--- src/rtl/rep_seq_pkg.sv ---
package rep_seq_pkg;
  localparam int unsigned LATE_SPACERS  = 3;
  localparam int unsigned EARLY_SPACERS = 1;

  typedef enum logic {
    ISSUE_LATE  = 1'b0,
    ISSUE_EARLY = 1'b1
  } issue_e;
endpackage

--- src/rtl/rep_span_calc.sv ---
module rep_span_calc
  import rep_seq_pkg::*;
#(
  parameter int PC_W  = 9,
  parameter int LEN_W = 6
) (
  input  logic             early_i,
  input  logic [PC_W-1:0]  issue_pc_i,
  input  logic [LEN_W-1:0] len_m1_i,
  output logic [PC_W-1:0]  first_pc_o,
  output logic [PC_W-1:0]  last_pc_o
);
  localparam logic [PC_W-1:0] GAP_LATE  = PC_W'(LATE_SPACERS + 1);
  localparam logic [PC_W-1:0] GAP_EARLY = PC_W'(EARLY_SPACERS + 1);

  issue_e form;

  always_comb begin
    form       = issue_e'(early_i);
    first_pc_o = issue_pc_i + ((form == ISSUE_EARLY) ? GAP_EARLY : GAP_LATE);
    last_pc_o  = first_pc_o + PC_W'(len_m1_i);
  end
endmodule

--- src/rtl/rep_iter_ctr.sv ---
module rep_iter_ctr #(
  parameter int CNT_W = 14
) (
  input  logic             clk,
  input  logic             rst,
  input  logic             load_i,
  input  logic [CNT_W-1:0] load_val_i,
  input  logic             dec_i,
  output logic             last_o
);
  logic [CNT_W-1:0] left_q;

  always_ff @(posedge clk) begin
    if (rst)         left_q <= '0;
    else if (load_i) left_q <= load_val_i;
    else if (dec_i)  left_q <= left_q - 1'b1;
  end

  assign last_o = (left_q == '0);

  // the pass counter is never stepped below zero
  assert_no_underflow_R4: assert property (@(posedge clk) disable iff (rst)
    (dec_i && !load_i) |-> (left_q != '0));
endmodule

--- src/rtl/rep_block_seq.sv ---
module rep_block_seq #(
  parameter int THREADS = 4,
  parameter int PC_W    = 9,
  parameter int LEN_W   = 6,
  parameter int CNT_W   = 14,
  localparam int TID_W  = (THREADS > 1) ? $clog2(THREADS) : 1
) (
  input  logic             clk,
  input  logic             rst,
  input  logic             start_i,
  input  logic             start_early_i,
  input  logic [TID_W-1:0] start_tid_i,
  input  logic [PC_W-1:0]  start_pc_i,
  input  logic [LEN_W-1:0] start_len_i,
  input  logic [CNT_W-1:0] start_cnt_i,
  input  logic             start_inf_i,
  input  logic             fetch_valid_i,
  input  logic [TID_W-1:0] fetch_tid_i,
  input  logic [PC_W-1:0]  fetch_pc_i,
  input  logic             branch_i,
  input  logic [TID_W-1:0] branch_tid_i,
  output logic             redir_valid_o,
  output logic [TID_W-1:0] redir_tid_o,
  output logic [PC_W-1:0]  redir_pc_o
);
  logic             active_q, inf_q;
  logic [TID_W-1:0] owner_q;
  logic [PC_W-1:0]  first_q, last_q;
  logic [PC_W-1:0]  span_first, span_last;
  logic             ctr_last;
  logic             own_fetch, at_end, own_branch, more, take;

  rep_span_calc #(.PC_W(PC_W), .LEN_W(LEN_W)) u_span (
    .early_i    (start_early_i),
    .issue_pc_i (start_pc_i),
    .len_m1_i   (start_len_i),
    .first_pc_o (span_first),
    .last_pc_o  (span_last)
  );

  always_comb begin
    own_fetch  = active_q && fetch_valid_i && (fetch_tid_i == owner_q);
    at_end     = own_fetch && (fetch_pc_i == last_q);
    own_branch = active_q && branch_i && (branch_tid_i == owner_q);
    more       = inf_q || !ctr_last;
    take       = at_end && more && !own_branch && !start_i;
  end

  rep_iter_ctr #(.CNT_W(CNT_W)) u_ctr (
    .clk        (clk),
    .rst        (rst),
    .load_i     (start_i),
    .load_val_i (start_cnt_i),
    .dec_i      (take && !inf_q),
    .last_o     (ctr_last)
  );

  always_ff @(posedge clk) begin
    if (rst) begin
      active_q <= 1'b0;
      inf_q    <= 1'b0;
      owner_q  <= '0;
      first_q  <= '0;
      last_q   <= '0;
    end else if (start_i) begin
      active_q <= 1'b1;
      inf_q    <= start_inf_i;
      owner_q  <= start_tid_i;
      first_q  <= span_first;
      last_q   <= span_last;
    end else if (own_branch || (at_end && !more)) begin
      active_q <= 1'b0;
    end
  end

  always_ff @(posedge clk) begin
    if (rst) begin
      redir_valid_o <= 1'b0;
      redir_tid_o   <= '0;
      redir_pc_o    <= '0;
    end else begin
      redir_valid_o <= take;
      redir_tid_o   <= owner_q;
      redir_pc_o    <= first_q;
    end
  end

  // reset leaves no redirect pending
  assert_quiet_after_reset_R1: assert property (@(posedge clk)
    rst |=> !redir_valid_o);

  // a redirect always follows the owner's fetch of the last address
  assert_redir_after_end_R3: assert property (@(posedge clk) disable iff (rst)
    redir_valid_o |-> ($past(fetch_valid_i) && ($past(fetch_tid_i) == redir_tid_o)
                       && ($past(fetch_pc_i) == last_q)));

  // an owner branch is never followed by a redirect
  assert_branch_cancels_R7: assert property (@(posedge clk) disable iff (rst)
    (branch_i && active_q && (branch_tid_i == owner_q)) |=> !redir_valid_o);

  // an invalid fetch cycle never produces a redirect
  assert_idle_fetch_R10: assert property (@(posedge clk) disable iff (rst)
    !fetch_valid_i |=> !redir_valid_o);
endmodule

--- config.mk ---
export PLATFORM = sky130hd
export DESIGN_NAME = rep_block_seq
export DESIGN_NICKNAME = d
export VERILOG_FILES = /design/src/rtl/rep_seq_pkg.sv /design/src/rtl/rep_span_calc.sv /design/src/rtl/rep_iter_ctr.sv /design/src/rtl/rep_block_seq.sv
export SDC_FILE = /design/constraint.sdc
export NUM_CORES = 1
export LEC_CHECK = 0
export BUFFER_PORTS_ARGS = -buffer_cell sky130_fd_sc_hd__buf_4
export CAP_MARGIN = 20
export CORE_MARGIN = 4
export CORE_UTILIZATION = 50
export DETAILED_ROUTE_END_ITERATION = 8
export PLACE_DENSITY = 0.75
export SLEW_MARGIN = 20
export SYNTH_ARGS = -nofsm -noshare
export SYNTH_HDL_FRONTEND = slang
export SYNTH_HIERARCHICAL = 1
export SYNTH_SLANG_ARGS = --single-unit
--- constraint.sdc ---
create_clock -name clk -period 3.4 [get_ports clk]
set_input_delay 0.34 -clock clk [delete_from_list [all_inputs] [get_ports clk]]
set_output_delay 0.34 -clock clk [all_outputs]
set_load 0.005 [all_outputs]
==> flow_summary.ini, run 1 <==
[outcome]
status = finished clean

[cts]
cts_resized = 0
clock-sinks = 48
holdBufCountCts = 0
post_cts_buffers = 0
clock_path_buffers = 2
cts_tree = done
cts-htree-levels = 2
clockRootBuffer = clkbuf_8
cts_buffers = 5
clock_latency_ps = 300
cts.clk_slew.worst_paths_ps = 90

[die]
coreArea_sq_um = 4880
dieArea_sq_um = 6420
dieHeight_microns = 80.1
die_w_microns = 80.1
io_pins = 63
num_rows = 25
initial_core_util = 0.533

[power_and_ir_drop]
swShare = 0.274
p_leak_uw = 0.00149
p_sw_uw = 369
comb_power_share = 0.217
cell_internal_pwr_uw = 978
vdd_drop_max_v = 0.000194
power_density_nw_per_um2 = 418
total_power_uw = 1350
p_seq_frac = 0.471
power_frac_clock = 0.312

[route]
num_vias = 2053
drt.antenna.violating_nets = 0
drc_errors = 0
drtPass1Iterations = 4
met1_length_mm = 2.37
drt_iter0_drc = 101
vias_per_cell = 5.02
wl_met2_mm = 2.54
wirelength_mm = 5.31
route.met3.wl_microns = 259
top_layer = met4
routedWlPerCell_microns = 13.0

[placement]
place.gp.congestion = 0.801
place_area_sq_um = 3110
dp_hpwl_mm = 3.94
portBuffers = 62
dp_cells = 401

[yosys]
ys.warnings.count = 6
synth_mux_area_frac = 0.0808
synth_fa_ha_area_frac = 0.0587
ys_types = 42
synth_edf_count = 0
synth.avg_cell_area_sq_um = 9.26
yosysSeqAreaShare = 0.369
async_flop_share = 0
synth_seq_cells = 48
syn_area_sq_um = 2600
synth-compound-area-share = 0.0933
synth_top_family_by_area = simple AND/OR/NAND/NOR gates
synth_flop_cell = dfxtp_1
postSynthCellCount = 281
syn-num-nets = 343
synth_simple_gate_area_frac = 0.216
synthXorXnorAreaFrac = 0.128

[worst_setup_path]
crit_type = reg -> reg
reg2reg_to = u_ctr/left_q[11]$_SDFFE_PP0P_
ff2ff_path_depth = 9
critPathLaunchType = register
arrival_ps = 2740
worst_ep_required_time_ps = 3600
rr_startpoint = owner_q[0]$_SDFFE_PP0P_
worstPathMaxFanout = 6
endpoint_kind = register
r2r_slack_ps = 860

[sta]
timing.final.crit_share = 0.746
drv_slew = 0
fin_crit_ps = 2540
relSlewSlack = 0.583
setup_violations = 0
rsz0062_at_grt = no
tns_ps = 0
fmax_mhz = 394
hold_viol = 0
worst_pin_slew_ps = 626
skew_ps = 4.06

[cells_and_area]
synthToLayoutAreaGrowth_pct = 24.0
fillers = 434
finalNonFillerCells = 409
antennaDiodeCount = 0
final_common_cell = buf_4
final_cell_area_sq_um = 3230
layout_common_cells = buf_4, dfxtp_1, nor2_1
fin_nets = 403
regArea_sq_um = 961
drive_gt1_frac = 0.254
multiInputGateArea_sq_um = 1500

[grt]
grt_max_degree = 51
first_global_vias = 2056
grtUsageTotal = 0.180
antenna_found_initial = 0
grt_pass1_wl_mm = 9.14
grt_overflow_total = 0

[run]
drv_cap = 0

[worst_hold_path]
hp-start = start_cnt_i[0]
hold_path_class = in -> reg
hold_end = u_ctr/left_q[0]$_SDFFE_PP0P_
hold_depth = 3
Yosys cell counts (2+ instances only):
| master | count | share of area |
|---|---|---|
| ha_1 | 9 | 0.043 |
| nand2_1 | 7 | 0.010 |
| and3_1 | 2 | 0.0048 |
| a21oi_1 | 16 | 0.031 |
| nor2_1 | 36 | 0.052 |
| nor4_2 | 4 | 0.019 |
| nor4_1 | 5 | 0.012 |
| dfxtp_1 | 48 | 0.37 |
| fa_1 | 2 | 0.015 |
| nor2b_1 | 16 | 0.038 |
| o21a_1 | 12 | 0.035 |
| xor2_1 | 18 | 0.061 |
| nor3_2 | 2 | 0.0077 |
| clkbuf_1 | 6 | 0.0087 |
| nor3_1 | 6 | 0.012 |
| o21ai_0 | 3 | 0.0058 |
| inv_1 | 22 | 0.032 |
| nand4_1 | 5 | 0.012 |
| nand3_1 | 2 | 0.0038 |
| mux2i_1 | 21 | 0.081 |
| xnor2_1 | 17 | 0.057 |
| buf_2 | 2 | 0.0038 |
state kept, by name, indices dropped and copies added, names as in the netlist:
name	flops
redir_tid_o	2
first_q	9
active_q	1
redir_valid_o	1
last_q	9
owner_q	2
redir_pc_o	9
u_ctr/left_q	14
inf_q	1
worst max path at each step:
stage	slack, ps	to	cells after the start	startpoint
floorplan	970	last_q[8]$_SDFFE_PP0P_	12	start_early_i
global placement	740	last_q[7]$_SDFFE_PP0P_	13	start_early_i
detailed placement	680	last_q[7]$_SDFFE_PP0P_	13	start_early_i
CTS	860	u_ctr/left_q[11]$_SDFFE_PP0P_	9	owner_q[0]$_SDFFE_PP0P_
global route	560	u_ctr/left_q[12]$_SDFFE_PP0P_	9	owner_q[0]$_SDFFE_PP0P_
finish	860	u_ctr/left_q[11]$_SDFFE_PP0P_	9	owner_q[0]$_SDFFE_PP0P_
critical path, cell delays in order, from the launching register on:
cell,delay [ps]
dfxtp_1,370
xor2_1,180
nor4_1,460
nand4_1,210
nor3_1,170
buf_4,170
nor4b_4,360
nand4_1,180
xnor2_1,170
o21a_1,160
stage by stage:
step,util,hold WS (ps),setup slack [ps]
detailed placement,0.637,454,677
floorplan,-,412,968
global placement,0.637,454,736
CTS,0.661,269,855
finish,0.661,275,862
global route,0.661,278,559
power groups by stage:
stage	Clock, uW	Sequential, uW	Combinational, uW
after floorplan	0	640	201
after global placement	0	646	285
after detailed placement	0	647	292
after CTS	436	635	295
after global routing	459	640	327
final	420	634	293
cells by family after synthesis:
family | after synthesis
mux | 21
flops | 48
compound gates | 36
buf+inv | 33
simple gates | 96
xor+xnor | 36
fa+ha+maj | 11
cell type report:
class | count | share of cell area
multi-input cells | 200 | 0.466
repair buffers | 64 | 0.149
well taps | 67 | 0.0260
inverters | 22 | 0.0256
clock inverters | 3 | 0.0144
flip-flops and latches | 48 | 0.298
clock buffers | 5 | 0.0213
metal layers:
metal | vias up | GRT usage
met5 | - | 0
met4 | 0 | 0.0794
met3 | 12 | 0.0404
met2 | 53 | 0.294
met1 | 924 | 0.227
li1 | 1064 | -
Power figures use the tool's default switching activity.
==> inputs of run 2 (changes only) <==
--- a/config.mk
+++ b/config.mk
@@ -5,12 +5,13 @@
 export SDC_FILE = /design/constraint.sdc
 export NUM_CORES = 1
 export LEC_CHECK = 0
+export ABC_AREA = 1
 export BUFFER_PORTS_ARGS = -buffer_cell sky130_fd_sc_hd__buf_4
 export CAP_MARGIN = 20
 export CORE_MARGIN = 4
-export CORE_UTILIZATION = 50
+export CORE_UTILIZATION = 49
 export DETAILED_ROUTE_END_ITERATION = 8
-export PLACE_DENSITY = 0.75
+export PLACE_DENSITY = 0.76
 export SLEW_MARGIN = 20
 export SYNTH_ARGS = -nofsm -noshare
 export SYNTH_HDL_FRONTEND = slang
==> constraint.sdc (replaced) <==
create_clock -name clk -period 2.13 [get_ports clk]
set_input_delay 0.213 -clock clk [delete_from_list [all_inputs] [get_ports clk]]
set_output_delay 0.213 -clock clk [all_outputs]
set_load 0.005 [all_outputs]
==> run 2 against run 1 <==
Effect of this change:
- clock power is 35% higher
- cell area up 22%
- synthesized cell count grew 47%
- via count grew 39%
- critical path depth increased by 9
- cell count up 42%
- sequential cell count is the same
- sequential power up 57%
- first-iteration DRC count rose by 50%
- clock-buffer cell count grew 2
==> flow_summary.ini, run 2 <==
[outcome]
status = finished clean

[die]
initial_core_util = 0.519
dieHeight_microns = 85.3
io_pins = 63
dieArea_sq_um = 7280
coreArea_sq_um = 5640
die_w_microns = 85.3
num_rows = 27

[cells_and_area]
layout_common_cells = buf_4, nand2_1, inv_1
drive_gt1_frac = 0.365
fin_util = 0.700
fin_nets = 568
final_common_cell = buf_4
largest_register_ff_count = 14
final_cell_area_sq_um = 3950
largest-register = u_ctr/left_q
antennaDiodeCount = 0
finalNonFillerCells = 579
synthToLayoutAreaGrowth_pct = 34.8

[yosys]
syn-num-nets = 474
yosysSeqAreaShare = 0.328
synth_top_family_by_area = simple AND/OR/NAND/NOR gates
synth.area.top_cells = dfxtp_1, nand2_1, inv_1
synth_mux_area_frac = 0
synth.avg_cell_area_sq_um = 7.11
synth_flop_cell = dfxtp_1
synthXorXnorAreaFrac = 0.0508
async_flop_share = 0
ys.warnings.count = 6
synth_commonest_cells = nand2_1, inv_1, nor2_1, dfxtp_1, nand3_1
synth_seq_cells = 48
synth.largest_area_cell = dfxtp_1
synth-compound-area-share = 0.128
synth_most_common_cell = nand2_1
ys_types = 35
synth_edf_count = 0
yosys.area.top_type_share = 0.328
synth_simple_gate_area_frac = 0.312
synth_fa_ha_area_frac = 0.0521
syn_area_sq_um = 2930
postSynthCellCount = 412

[power_and_ir_drop]
comb_power_share = 0.309
cell_internal_pwr_uw = 1560
p_seq_frac = 0.441
power_frac_clock = 0.250
swShare = 0.308
p_sw_uw = 697
p_leak_uw = 0.00192
power_density_nw_per_um2 = 573
vdd_drop_max_v = 0.000418
total_power_uw = 2260

[grt]
grtUsageTotal = 0.195
grt_max_degree = 42
antenna_found_initial = 0
grt_overflow_total = 0
grt_pass1_wl_mm = 11.6
first_global_vias = 2757

[worst_hold_path]
hold_path_class = in -> reg

[cts]
cts_tree = done
cts.clk_slew.worst_paths_ps = 90
cts_buffers = 5
clockRootBuffer = clkbuf_8
clock_path_buffers = 2
clock_latency_ps = 300
clock-sinks = 48
cts-htree-levels = 2

[route]
wirelength_mm = 7.12
routedWlPerCell_microns = 12.3
drc_errors = 0
drt.antenna.violating_nets = 0
num_vias = 2858
drt_iter0_drc = 152
vias_per_cell = 4.94
drtPass1Iterations = 4

[worst_setup_path]
worstPathMaxFanout = 7
worst_ep_required_time_ps = 2340
endpoint_kind = register
crit_type = reg -> reg
arrival_ps = 2320
critical_path.n_buffers_inverters = 5
critPathLaunchType = register
crit_path_cell_trace = inv_2 -> ha_4 -> nand2_4 -> nor3_4 -> nand3_2 -> nor3_2 -> inv_1 -> nor2_2 -> nor3_2 -> nand3_2 -> nor2_4 -> clkinv_4 -> nand2_4 -> inv_6 -> a22oi_2 -> nand2_1 -> nand2_1 -> inv_1
crit_path_top_delay_cell = dfxtp_2
max_stage_delay_ps = 340
cpLargestDelayFamily = simple AND/OR/NAND/NOR gates

[sta]
tns_ps = 0
fmax_mhz = 473
hold_viol = 0
worst_pin_slew_ps = 513
drv_slew = 0
skew_ps = 13.1
rsz0062_at_grt = yes
setup_violations = 0
relSlewSlack = 0.658
fin_crit_ps = 2110
timing.final.crit_share = 0.993

[placement]
portBuffers = 62
place.gp.congestion = 0.849
dp_hpwl_mm = 5.20
dp_cells = 562
place_area_sq_um = 3610

[run]
drv_cap = 0
## run 2: power by group through the flow
| stage | Clock, uW | Sequential [uW] | Combinational, uW |
|---|---|---|---|
| after floorplan | 0 | 1010 | 400 |
| after global placement | 0 | 1010 | 610 |
| after detailed placement | 0 | 1020 | 626 |
| after CTS | 578 | 997 | 650 |
| after global routing | 617 | 1000 | 778 |
| final | 565 | 998 | 699 |
## run 2: tightest hold or removal path: cells and delay by family
kind | cells | cell delay, ps
AO/OA/AOI/OAI | 1 | 60
buffers and inverters | 1 | 110
AND/OR/NAND/NOR | 1 | 60
## run 2: metal layers
layer / track usage / share of wire
met5: 0 / 0
met4: 0.0504 / 0.014
met3: 0.0417 / 0.056
met2: 0.357 / 0.51
met1: 0.230 / 0.42
## run 2: per-stage QoR
step           setup slack, ps  hold WS (ps)
2_1_floorplan             8.35           353
3_3_place_gp              -172           422
3_5_place_dp              -250           420
6_report                  15.6           179
5_1_grt                   -113           178
4_1_cts                   2.35           168
## run 2: final timing paths
kind / from / cells after the start / slack [ps] / endpoint
setup / recovery: u_ctr/left_q[0]$_SDFFE_PP0P_ / 18 / 20 / u_ctr/left_q[8]$_SDFFE_PP0P_
hold reg to reg: first_q[8]$_SDFFE_PP0P_ / 2 / 410 / redir_pc_o[8]$_SDFF_PP0_
hold / removal: start_inf_i / 3 / 180 / inf_q$_SDFFE_PP0P_
setup reg to reg: u_ctr/left_q[0]$_SDFFE_PP0P_ / 18 / 20 / u_ctr/left_q[8]$_SDFFE_PP0P_
## run 2: cells by family after synthesis
group	count (synthesis)
simple gates	198
buf+inv	87
compound gates	51
flops	48
xor+xnor	17
fa+ha+maj	11
## run 2: repair_timing
action                                  in CTS  in global routing
pin swaps                                   10                 29
endpoints found under the setup margin      13                 18
gates resized for setup                     17                 29
setup buffers                                4                  5
hold buffers                                 0                  0
hold endpoints to repair                     0                  0
## run 2: layout make-up
cell class	count	area, sq um
well taps	72	90.1
multi-input cells	277	1750
repair buffers	99	754
flip-flops and latches	48	967
clock buffers	7	86.3
clock inverters	1	7.51
fillers	456	1690
inverters	75	292
==> inputs of run 3 (changes only) <==
--- a/config.mk
+++ b/config.mk
@@ -9,9 +9,8 @@
 export BUFFER_PORTS_ARGS = -buffer_cell sky130_fd_sc_hd__buf_4
 export CAP_MARGIN = 20
 export CORE_MARGIN = 4
-export CORE_UTILIZATION = 49
+export CORE_UTILIZATION = 30
 export DETAILED_ROUTE_END_ITERATION = 8
-export PLACE_DENSITY = 0.76
 export SLEW_MARGIN = 20
 export SYNTH_ARGS = -nofsm -noshare
 export SYNTH_HDL_FRONTEND = slang
==> run 3 against run 2 <==
Effect of this change:
- critical path depth shrank 1
- clock skew grew 5.1 ps
- hold slack lost 3.7 ps
- register-to-register slack gained 30 ps
- first-iteration DRC count shrank 50%
- global-route usage shrank 6.8 points
- core utilization shrank 27 points
- sequential cell count is the same
- setup slack gained 25 ps
- largest power group unchanged
- highest routed layer unchanged
==> flow_summary.ini, run 3 (same netlist as run 2, synthesis figures left out) <==
[outcome]
status = finished clean

[cells_and_area]
fillers = 980
antennaDiodeCount = 0
synthToLayoutAreaGrowth_pct = 37.5
largest_register_ff_count = 14
final_cell_area_sq_um = 4030
drive_gt1_frac = 0.359
largest-register = u_ctr/left_q
fin_util = 0.430
fin_nets = 567
final_common_cell = buf_4
layout_common_cells = buf_4, nand2_1, inv_1

[power_and_ir_drop]
swShare = 0.297
comb_power_share = 0.292
vdd_drop_max_v = 0.000310
power_density_nw_per_um2 = 574
power_frac_clock = 0.277
p_seq_frac = 0.431
p_leak_uw = 0.00194
p_sw_uw = 687
cell_internal_pwr_uw = 1620

[placement]
place.gp.congestion = 0.870
portBuffers = 62
dp_hpwl_mm = 5.64
place_area_sq_um = 3720

[grt]
grt_use_met2 = 0.210
antenna_found_initial = 0
grtUsageTotal = 0.127
use_met3 = 0.0319
grt_max_degree = 33
top_usage_layer = met2
met1_usage = 0.167
first_global_vias = 2680
grt_pass1_wl_mm = 12.0
grt_overflow_total = 0

[route]
vias_per_cell = 4.35
drt.antenna.violating_nets = 0
drtPass1Iterations = 4
drt_iter0_drc = 76
routedWlPerCell_microns = 11.4
num_vias = 2755
drc_errors = 0
wirelength_mm = 7.24

[worst_setup_path]
worstPathMaxFanout = 7
worst_ep_required_time_ps = 2320
max_stage_delay_ps = 320
rr_startpoint = u_ctr/left_q[1]$_SDFFE_PP0P_
crit_type = reg -> reg
crit_path_top_delay_cell = dfxtp_2
r2r_slack_ps = 40
ff2ff_path_depth = 17
endpoint_kind = register
critPathLaunchType = register
crit_path_cell_trace = inv_2 -> ha_4 -> nand2_4 -> nor3_4 -> nand3_1 -> nor3_2 -> inv_1 -> nor2_2 -> nor3_2 -> nand3_2 -> nor2_4 -> inv_4 -> nor2_8 -> inv_4 -> o21ai_2 -> o21ai_1 -> inv_1
reg2reg_to = u_ctr/left_q[2]$_SDFFE_PP0P_
arrival_ps = 2270

[sta]
fmax_mhz = 479
worst_pin_slew_ps = 332
timing.final.crit_share = 0.981
setup_violations = 0
hold_viol = 0
relSlewSlack = 0.777
fin_crit_ps = 2090
drv_slew = 0
rsz0062_at_grt = yes
skew_ps = 18.2

[die]
num_rows = 35
dieArea_sq_um = 11400
dieHeight_microns = 107
io_pins = 63
initial_core_util = 0.313
coreArea_sq_um = 9370
die_w_microns = 107

[worst_hold_path]
hold_end = inf_q$_SDFFE_PP0P_
hold_depth = 3
hold_path_class = in -> reg
hp-start = start_inf_i

[cts]
holdBufCountCts = 0
cts_buffers = 5
cts_tree = done
cts-htree-levels = 2
clock_latency_ps = 300
clockRootBuffer = clkbuf_8
cts.clk_slew.worst_paths_ps = 90
clock_path_buffers = 2
clock-sinks = 48

[run]
drv_cap = 0
[run 3: cell count changes in the layout (fill, tap and decap cells not counted), sizes merged]
cell / change
clkbuf: -2
buf: -1
bufinv: +1
clkinv: -1
clkinvlp: -1
inv: +1
[run 3: layout make-up]
class / instances / area (sq um) / share of cell area
Multi-Input combinational cell: 277 / 1730 / 0.431
Sequential cell: 48 / 963 / 0.239
Timing Repair Buffer: 98 / 776 / 0.193
Inverter: 75 / 294 / 0.0730
Tap cell: 129 / 161 / 0.0401
Clock buffer: 5 / 68.8 / 0.0171
Clock inverter: 1 / 30.0 / 0.00746
[run 3: worst max path at each step]
stage	cells past startpoint	end	start	slack, ps
CTS	16	u_ctr/left_q[4]$_SDFFE_PP0P_	u_ctr/left_q[0]$_SDFFE_PP0P_	20
detailed placement	18	last_q[8]$_SDFFE_PP0P_	start_early_i	-240
global route	17	u_ctr/left_q[2]$_SDFFE_PP0P_	u_ctr/left_q[1]$_SDFFE_PP0P_	-130
finish	17	u_ctr/left_q[2]$_SDFFE_PP0P_	u_ctr/left_q[1]$_SDFFE_PP0P_	40
global placement	18	last_q[8]$_SDFFE_PP0P_	start_early_i	-180
floorplan	17	last_q[8]$_SDFFE_PP0P_	start_early_i	8
[run 3: repair_timing]
action,in CTS,in global routing
pin swaps,3,32
hold endpoints to repair,0,0
resized for setup,6,38
endpoints found under the setup margin,13,18
buffers inserted,4,3
[run 3: worst max-delay path: cells and delay by family (launching register included)]
kind	cells	cell delay (ps)
AND/OR/NAND/NOR	9	990
AO/OA/AOI/OAI	2	160
buffers and inverters	5	370
adder cells (fa/ha/maj)	1	150
flip-flops	1	320
[run 3: per-stage QoR]
stage	total power (uW)	setup slack, ps	hold slack [ps]	cells	TNS (ps)
floorplan	1410	8.35	353	412	0
global placement	1640	-177	428	620	-1110
detailed placement	1650	-237	430	620	-1700
CTS	2300	16.8	162	630	0
global route	2470	-126	180	633	-1270
finish	2310	40.8	175	633	0
[run 3: per-layer routing]
layer  vias up  share of wire  routed length, microns
met1      1212           0.47                    3390
met3         6          0.055                     397
li1       1470              -                       -
met4         0         0.0073                      53
met5         -              0                       0
met2        67           0.47                    3400
[run 3: power groups by stage]
| stage | logic [uW] | registers [uW] | clock network, uW |
|---|---|---|---|
| 2_1_floorplan | 400 | 1010 | 0 |
| 3_3_place_gp | 626 | 1020 | 0 |
| 3_5_place_dp | 638 | 1020 | 0 |
| 4_1_cts | 642 | 996 | 664 |
| 5_1_grt | 761 | 1000 | 704 |
| 6_report | 676 | 996 | 640 |
